### config.mk
export PLATFORM = sky130hd
export DESIGN_NAME = nand_bridge
export DESIGN_NICKNAME = d
export VERILOG_FILES = /design/src/rtl/nand_bridge_pkg.sv /design/src/rtl/nand_bridge_sync.sv /design/src/rtl/nand_bridge_regs.sv /design/src/rtl/nand_bridge_seq.sv /design/src/rtl/nand_bridge.sv
export SDC_FILE = /design/constraint.sdc
export NUM_CORES = 1
export LEC_CHECK = 0
export ABC_AREA = 1
export BUFFER_PORTS_ARGS = -buffer_cell sky130_fd_sc_hd__buf_2
export CAP_MARGIN = 25
export CORE_MARGIN = 4
export CORE_UTILIZATION = 40
export CTS_CLUSTER_DIAMETER = 50
export DETAILED_ROUTE_END_ITERATION = 12
export MAX_ROUTING_LAYER = met4
export PLACE_DENSITY = 0.71
export SLEW_MARGIN = 0
export SYNTH_ARGS = -nofsm -noshare
export SYNTH_HDL_FRONTEND = slang
export SYNTH_SLANG_ARGS = --single-unit
export TNS_END_PERCENT = 5
### constraint.sdc
create_clock -name clk -period 1.88 [get_ports clk]
set_input_delay 0.094 -clock clk [delete_from_list [all_inputs] [get_ports clk]]
set_output_delay 0.094 -clock clk [all_outputs]
set_load 0.005 [all_outputs]
### src/rtl/nand_bridge_pkg.sv
package nand_bridge_pkg;
    typedef enum logic [1:0] {
        S_IDLE,
        S_STROBE,
        S_GAP,
        S_FINISH
    } seq_state_t;

    localparam logic [2:0] OFS_DATA = 3'd0;
    localparam logic [2:0] OFS_MODE = 3'd4;
    localparam logic [2:0] OFS_STAT = 3'd5;
    localparam logic [2:0] OFS_PEND = 3'd6;
    localparam logic [2:0] OFS_ENAB = 3'd7;

    localparam int MODE_CLE_BIT  = 0;
    localparam int MODE_ALE_BIT  = 1;
    localparam int MODE_CE_BIT   = 4;
    localparam int MODE_WGATE_BIT = 7;
endpackage

### src/rtl/nand_bridge_sync.sv
module nand_bridge_sync #(
    parameter int STAGES = 2
) (
    input  logic clk,
    input  logic rst_n,
    input  logic async_in,
    output logic level,
    output logic rise
);
    logic [STAGES:0] chain;

    always_ff @(posedge clk) begin
        if (!rst_n) chain <= '1;
        else        chain <= {chain[STAGES-1:0], async_in};
    end

    assign level = chain[STAGES-1];
    assign rise  = chain[STAGES-1] & ~chain[STAGES];
endmodule

### src/rtl/nand_bridge_regs.sv
module nand_bridge_regs
    import nand_bridge_pkg::*;
#(
    parameter int PEND_W = 4
) (
    input  logic       clk,
    input  logic       rst_n,
    input  logic       wr_en,
    input  logic [2:0] addr,
    input  logic [7:0] wdata,
    input  logic       rb_level,
    input  logic       rb_rise,
    output logic [7:0] mode,
    output logic [7:0] rd_byte,
    output logic       irq
);
    logic [7:0]        enab;
    logic [PEND_W-1:0] pend;
    logic [PEND_W-1:0] pend_set;

    assign pend_set = {{(PEND_W-1){1'b0}}, rb_rise};

    always_ff @(posedge clk) begin
        if (!rst_n) begin
            mode <= 8'h00;
            enab <= 8'h00;
            pend <= '0;
        end else begin
            if (wr_en && addr == OFS_MODE) mode <= wdata;
            if (wr_en && addr == OFS_ENAB) enab <= wdata;
            if (wr_en && addr == OFS_PEND) pend <= (pend & ~wdata[PEND_W-1:0]) | pend_set;
            else                            pend <= pend | pend_set;
        end
    end

    always_comb begin
        unique case (addr)
            OFS_MODE: rd_byte = mode;
            OFS_STAT: rd_byte = {~rb_level, 7'b0};
            OFS_PEND: rd_byte = {{(8-PEND_W){1'b0}}, pend};
            OFS_ENAB: rd_byte = enab;
            default:  rd_byte = 8'h00;
        endcase
    end

    assign irq = pend[0] & enab[7] & enab[0];
endmodule

### src/rtl/nand_bridge_seq.sv
module nand_bridge_seq
    import nand_bridge_pkg::*;
#(
    parameter int LOW_CYC = 3
) (
    input  logic        clk,
    input  logic        rst_n,
    input  logic        req,
    input  logic        wr,
    input  logic        wide,
    input  logic        is_data,
    input  logic        allow,
    input  logic [15:0] wdata,
    input  logic [7:0]  reg_byte,
    input  logic [7:0]  din,
    output logic        accept,
    output logic        we_n,
    output logic        re_n,
    output logic [7:0]  dout,
    output logic        doe,
    output logic        busy,
    output logic        done,
    output logic [15:0] rdata
);
    localparam int CW = $clog2(LOW_CYC + 1);

    seq_state_t state, state_nx;
    logic [CW-1:0] cnt;
    logic          idx, dir_wr, two;
    logic [15:0]   wbuf;

    assign accept = req && state == S_IDLE;

    always_comb begin
        state_nx = state;
        unique case (state)
            S_IDLE:   if (req) state_nx = (is_data && allow) ? S_STROBE : S_FINISH;
            S_STROBE: if (cnt == CW'(LOW_CYC - 1)) state_nx = S_GAP;
            S_GAP:    state_nx = (two && !idx) ? S_STROBE : S_FINISH;
            S_FINISH: state_nx = S_IDLE;
        endcase
    end

    always_ff @(posedge clk) begin
        if (!rst_n) begin
            state  <= S_IDLE;
            cnt    <= '0;
            idx    <= 1'b0;
            dir_wr <= 1'b0;
            two    <= 1'b0;
            wbuf   <= '0;
            rdata  <= '0;
        end else begin
            state <= state_nx;
            unique case (state)
                S_IDLE: if (req) begin
                    cnt    <= '0;
                    idx    <= 1'b0;
                    dir_wr <= wr;
                    two    <= wide;
                    wbuf   <= wdata;
                    rdata  <= is_data ? 16'h0000 : {8'h00, reg_byte};
                end
                S_STROBE: begin
                    cnt <= cnt + 1'b1;
                    if (cnt == CW'(LOW_CYC - 1) && !dir_wr) begin
                        if (idx) rdata[15:8] <= din;
                        else     rdata[7:0]  <= din;
                    end
                end
                S_GAP: begin
                    cnt <= '0;
                    idx <= 1'b1;
                end
                S_FINISH: ;
            endcase
        end
    end

    always_comb begin
        we_n = 1'b1;
        re_n = 1'b1;
        doe  = 1'b0;
        unique case (state)
            S_STROBE: begin
                we_n = ~dir_wr;
                re_n = dir_wr;
                doe  = dir_wr;
            end
            S_GAP:    doe = dir_wr;
            S_IDLE, S_FINISH: ;
        endcase
    end

    assign dout = idx ? wbuf[15:8] : wbuf[7:0];
    assign busy = state != S_IDLE;
    assign done = state == S_FINISH;
endmodule

### src/rtl/nand_bridge.sv
module nand_bridge
    import nand_bridge_pkg::*;
#(
    parameter int STROBE_CYC = 3,
    parameter int SYNC_STAGES = 2
) (
    input  logic        clk,
    input  logic        rst_n,
    input  logic        bus_req,
    input  logic        bus_wr,
    input  logic        bus_wide,
    input  logic [2:0]  bus_addr,
    input  logic [15:0] bus_wdata,
    output logic [15:0] bus_rdata,
    output logic        bus_busy,
    output logic        bus_done,
    output logic        nand_cle,
    output logic        nand_ale,
    output logic        nand_ce_n,
    output logic        nand_we_n,
    output logic        nand_re_n,
    output logic [7:0]  nand_dout,
    output logic        nand_doe,
    input  logic [7:0]  nand_din,
    input  logic        nand_rb,
    output logic        irq
);
    localparam int LOW_CYC = (STROBE_CYC < 2) ? 2 : STROBE_CYC;

    logic       rb_level, rb_rise, accept, is_data, allow;
    logic [7:0] mode, reg_byte;

    nand_bridge_sync #(.STAGES(SYNC_STAGES)) u_sync (
        .clk(clk), .rst_n(rst_n), .async_in(nand_rb),
        .level(rb_level), .rise(rb_rise)
    );

    assign is_data = bus_addr == OFS_DATA;
    assign allow   = mode[MODE_CE_BIT] & (~bus_wr | mode[MODE_WGATE_BIT]);

    nand_bridge_regs u_regs (
        .clk(clk), .rst_n(rst_n),
        .wr_en(accept && bus_wr && !is_data),
        .addr(bus_addr), .wdata(bus_wdata[7:0]),
        .rb_level(rb_level), .rb_rise(rb_rise),
        .mode(mode), .rd_byte(reg_byte), .irq(irq)
    );

    nand_bridge_seq #(.LOW_CYC(LOW_CYC)) u_seq (
        .clk(clk), .rst_n(rst_n),
        .req(bus_req), .wr(bus_wr), .wide(bus_wide),
        .is_data(is_data), .allow(allow),
        .wdata(bus_wdata), .reg_byte(reg_byte), .din(nand_din),
        .accept(accept),
        .we_n(nand_we_n), .re_n(nand_re_n),
        .dout(nand_dout), .doe(nand_doe),
        .busy(bus_busy), .done(bus_done), .rdata(bus_rdata)
    );

    assign nand_cle  = mode[MODE_CLE_BIT];
    assign nand_ale  = mode[MODE_ALE_BIT];
    assign nand_ce_n = ~mode[MODE_CE_BIT];
endmodule

## Yosys cells after proc, flatten, opt, wreduce, memory -nomap -nowiden

Index checks and enable logic that the tools add are counted.

- Add/sub/neg operators: 1
- Equal/unequal tests: 13
- Muxes and demuxes: 21
- Bitwise operators: 14
- Reduce and logical (&&, ||, !) cells: 25

Operator list:

| kind | count |
|---|---|
| 16-bit 2-to-1 mux | 2 |
| 8-bit 2-to-1 mux | 4 |
| 16-bit one-hot mux with 2 select lines | 1 |
| 8-bit one-hot mux with 4 select lines | 1 |
| 3-bit equality test, second input constant | 4 |
| 2-bit 2-to-1 mux | 5 |
| 1-bit logical AND | 9 |
| 4-bit by 1-bit OR with 4-bit output | 2 |
| 2-bit one-hot mux with 4 select lines | 1 |
| 2-bit AND reduction | 4 |
| 4-bit AND reduction | 2 |
| 2-bit equality test, second input constant | 3 |
| 2-bit by 1-bit inequality test with 1-bit output, second input constant | 3 |
| 2-bit one-hot mux with 3 select lines | 1 |
| 2-bit nonzero test | 3 |
| 1-bit inverter | 5 |
| 1-bit AND | 4 |
| 4-bit AND | 1 |
| 1-bit 2-to-1 mux | 4 |
| 4-bit 2-to-1 mux | 1 |
| 2-bit inequality test, second input constant | 2 |
| 4-bit inverter | 1 |
| 1-bit zero test | 3 |
| 3-bit zero test | 1 |
| 7 further kinds | 7 |

- Register bits after elaboration: 62

## Logic depth before layout (Yosys ltp)

- Word-level depth: 7
- Gate-level depth with buffers: 10

## Cells and area by module

A second synthesis with hierarchy kept.

- Cell total of the unflattened synthesis: 414
- Area total of the unflattened synthesis: 2841.5 µm²

Modules (own cells, without submodules):

| module | instances | cells an instance | area each (µm²) | sequential area each (µm²) |
|---|---|---|---|---|
| nand_bridge_seq | 1 | 279 | 1844.3 | 780.7 |
| nand_bridge_regs | 1 | 117 | 874.6 | 400.4 |
| nand_bridge_sync | 1 | 10 | 88.8 | 60.1 |
| nand_bridge | 1 | 8 | 33.8 | 0.0 |

## Least setup slack after synthesis

OpenSTA, ideal clock, no wires.

- Path type: register -> register
- Start point: reg u_seq.state[0]
- End point: reg u_seq.rdata[6]
- Library setup time: 0.070 ns
- Data arrival time: 1.319 ns
- Required time: 1.810 ns
- Setup slack: 0.492 ns
- Stages on the path, launching flop included: 11
- Cell sequence: dfxtp_1 > inv_1 > ha_1 > inv_1 > nand2_1 > nand2_4 > nand3_4 > buf_6 > nand2_1 > nand2_1 > a21oi_1

- Cells in the longest elaborated chain, start to end: 3

Ends and longest elaborated chain:

| element | RTL line | source |
|---|---|---|
| from (decl) | nand_bridge_seq.sv:27 | `seq_state_t state, state_nx;` |
| from (signal assigned) | nand_bridge_seq.sv:54 | `state <= state_nx;` |
| 2-bit by 1-bit equality test with 1-bit output / 2-bit zero test (equally long branches) | nand_bridge_seq.sv:55 | `unique case (state)` |
| 2-bit inequality test (no line) (tied with other cells) | - |  |
| 4-bit AND reduction (no line) | - |  |
| to (signal assigned) | nand_bridge_seq.sv:62 | `rdata <= is_data ? 16'h0000 : {8'h00, reg_byte};` |
| to (signal assigned) | nand_bridge_seq.sv:68 | `else rdata[7:0] <= din;` |
| to (decl) | nand_bridge_seq.sv:23 | `output logic [15:0] rdata` |

Parallel ways exist; a longest one is shown, timed or not.
A chain may end at the register's enable or synchronous reset.

## Worst setup path after layout

- Start point: reg u_seq.state[0]
- End point: reg u_regs.mode[4]

- Cells in the longest elaborated chain, start to end: 5

Ends and longest elaborated chain:

| element | RTL line | source |
|---|---|---|
| 2-bit zero test | nand_bridge_seq.sv:32 | `assign accept = req && state == S_IDLE;` |
| 1-bit logical AND | nand_bridge_seq.sv:32 |  |
| 1-bit logical AND (2 in a row) | nand_bridge.sv:43 | `.wr_en(accept && bus_wr && !is_data),` |
| 1-bit logical AND | nand_bridge_regs.sv:29 | `if (wr_en && addr == OFS_MODE) mode <= wdata;` |
| to (signal assigned) | nand_bridge_regs.sv:29 |  |
| to (decl) | nand_bridge_regs.sv:13 | `output logic [7:0] mode,` |

No other way between the ends.

==> results.toml <==
[run_status]
outcome = "completed"

[final_layout]
drive_above_1_share = 0.222
num_antenna_cells = 0
final_cell_mix = "nand2_1, nor2_1, buf_2"
nets = 520
area_growth_syn_to_layout_pct = 22.1

[setup_path]
cpPeakStageDelay_ns = 0.35
crit_start = "u_seq.state[0]$_SDFFE_PN0P_"
slowest_stage = "dfxtp_1"
critPathArrivalTime_ns = 1.91
r2r-start = "u_seq.state[0]$_SDFFE_PN0P_"
worst-setup-path-type = "flip-flop to flip-flop"
worstPathCellList = "inv_1, ha_1, nand2_2, nor2_1, nand3_2, o21ai_0, a21oi_1"
path_max_fanout = 8
cp-end-kind = "flip-flop"
required_ns = 2.11
startpoint_type = "flip-flop"

[drt]
drc = 0
drtPass1Iterations = 5
ant_nets = 0
drt_iter0_markers = 177
post_drt_wl_per_cell_um = 12.7
viasPerCell = 4.80
drt-total-wl_mm = 7.38
dr_total_vias = 2791

[timing]
post-route-min-period_ns = 1.68
slew_headroom = 0.722
worst_pin_slew_ns = 0.412
hold_violations = 0
drv_slew = 0
worst_slack_ns = 0.199
fmax_mhz = 595
setup_tns_ns = 0
clock_skew_ns = 0.00729
setup_viol = 0
rsz0062_at_grt = "no"
fin_crit_sh = 0.894

[logic_synthesis]
synth_nets = 452
yosysTopAreaCell = "dfxtp_1"
syn_inst = 413
ys_top_cells_by_area = "dfxtp_1, nand2_1, nor2_1"
ys_seq_area_frac = 0.432
yosysWarningCount = 0
ys_seq_elements = 62
synth_edf_count = 0
synthDistinctLibCells = 23
synth_top_cell_area_share = 0.432
synthFlopType = "dfxtp_1"
syn_area_mm2 = 0.00287
syn_area_per_cell_um2 = 6.96
async_flop_share = 0

[power]
combPwrFrac = 0.364
leakage_nw = 1.73
power_frac_clock = 0.252
internal_power_mw = 2.98
seqPwrFrac = 0.385
vdd.ir_drop.worst_mv = 0.407
power.density_mw_per_mm2 = 1340
power_switching_mw = 1.72
p_sw_frac = 0.366

[die]
core_area_mm2 = 0.00687
die_h_um = 92.8
start_util = 0.418
dieArea_mm2 = 0.00861
io_pins = 66
die_x_um = 92.8
row_count = 30

[clock_tree]
cts_tree = "done"
clk_pin_slew_ns = 0.07
cts_max_path_buffers = 2
clk_latency_ns = 0.34
cts_sinks = 62
h-tree-depth = 3
cts_made_buffers = 9
cts_root_buffer = "clkbuf_8"

[placed_design]
place_ws_ns = 0.167
gp_congestion = 0.856
portBuffers = 65
hpwl_mm = 5.39

[grt]
grt_pass1_vias = 2629
antenna_found_initial = 0
grt_max_degree = 37
globalRouteTotalUtil = 0.183
grt-ovfl-total = 0
grt_pass1_wl_mm = 12.1

[hold_path]
min_path_type = "input port to flip-flop"
worstHoldStart = "bus_wdata[12]"

[job]
drv_cap = 0
-- synth_stat cells (2+ instances only) --
cell and number:
nand2_1 78, ha_1 6, nand3_1 19, nor2_4 3
inv_1 45, clkbuf_1 6, nand3_4 2, nand2_4 2
buf_2 9, nor2_1 78, or2_2 3, nand2_2 4
a21oi_1 26, o21ai_0 48, inv_2 4, dfxtp_1 62
nand4_1 12
-- flip-flops by register name, indices dropped and copies added, names as in the netlist --
name          cells
u_seq.rdata      16
u_regs.enab       8
u_seq.dir_wr      1
u_seq.wbuf       16
u_seq.idx         1
u_seq.cnt         2
u_sync.chain      3
u_seq.two         1
u_regs.mode       8
u_regs.pend       4
u_seq.state       2
-- cells by family after synthesis --
logic type	share of synthesized area
compound gates	0.129
fa+ha+maj	0.0261
buf+inv	0.0958
flops	0.432
simple gates	0.317
-- metal layers --
layer	vias up	global-route usage	share of wire
met3	11	0.0447	0.044
met1	1277	0.217	0.43
met5	-	-	0
met4	0	0.0586	0.014
li1	1445	-	-
met2	58	0.307	0.51
-- power by group through the flow --
stage | Sequential [mW] | Combinational (mW) | Clock [mW]
2_1_floorplan | 1.83 | 1.15 | 0
3_3_place_gp | 1.83 | 1.66 | 0
3_5_place_dp | 1.84 | 1.71 | 0
4_1_cts | 1.81 | 1.72 | 1.21
5_1_grt | 1.85 | 1.97 | 1.28
6_report | 1.81 | 1.71 | 1.18
-- critical path, delay by kind of cell (launching register included) --
family | cells | cell delay (ns)
compound gates | 2 | 0.25
fa+ha+maj | 1 | 0.23
simple gates | 3 | 0.63
flops | 1 | 0.35
buf+inv | 1 | 0.12
-- timing repair --
item,in CTS,in global routing
hold buffers,2,0
hold endpoints to repair,2,0
setup endpoints to repair,0,5
setup buffers,0,0
gates resized for setup,0,1
-- final cells by class --
class / instances / area, µm²
timing repair buffer: 74 / 398
clock buffer: 12 / 155
sequential: 62 / 1240
multi-input combinational: 284 / 1360
clock inverter: 4 / 45.0
fill: 687 / 3360
inverter: 50 / 189
tap: 96 / 120
-- path summary, 6_finish.rpt --
kind | slack [ns] | end | cells after the start
setup / recovery | 0.20 | u_regs.mode[4]$_SDFFE_PN0P_ | 7
hold / removal | 0.01 | u_seq.wbuf[12]$_SDFFE_PN0N_ | 3
setup reg to reg | 0.20 | u_regs.mode[4]$_SDFFE_PN0P_ | 7
hold reg to reg | 0.41 | u_sync.chain[1]$_SDFF_PN1_ | 1
-- stage by stage --
| stage | power [mW] | area (µm²) | utilization | hold WS (ns) | instances |
|---|---|---|---|---|---|
| floorplan | 2.98 | 2870 | - | 0.201 | 413 |
| global placement | 3.50 | 3290 | 0.478 | 0.283 | 564 |
| detailed placement | 3.55 | 3290 | 0.478 | 0.283 | 564 |
| CTS | 4.75 | 3510 | 0.510 | 0.00211 | 582 |
| global route | 5.09 | 3510 | 0.511 | 0.0152 | 582 |
| finish | 4.71 | 3510 | 0.511 | 0.0129 | 582 |
(Power assumes the default switching activity.)
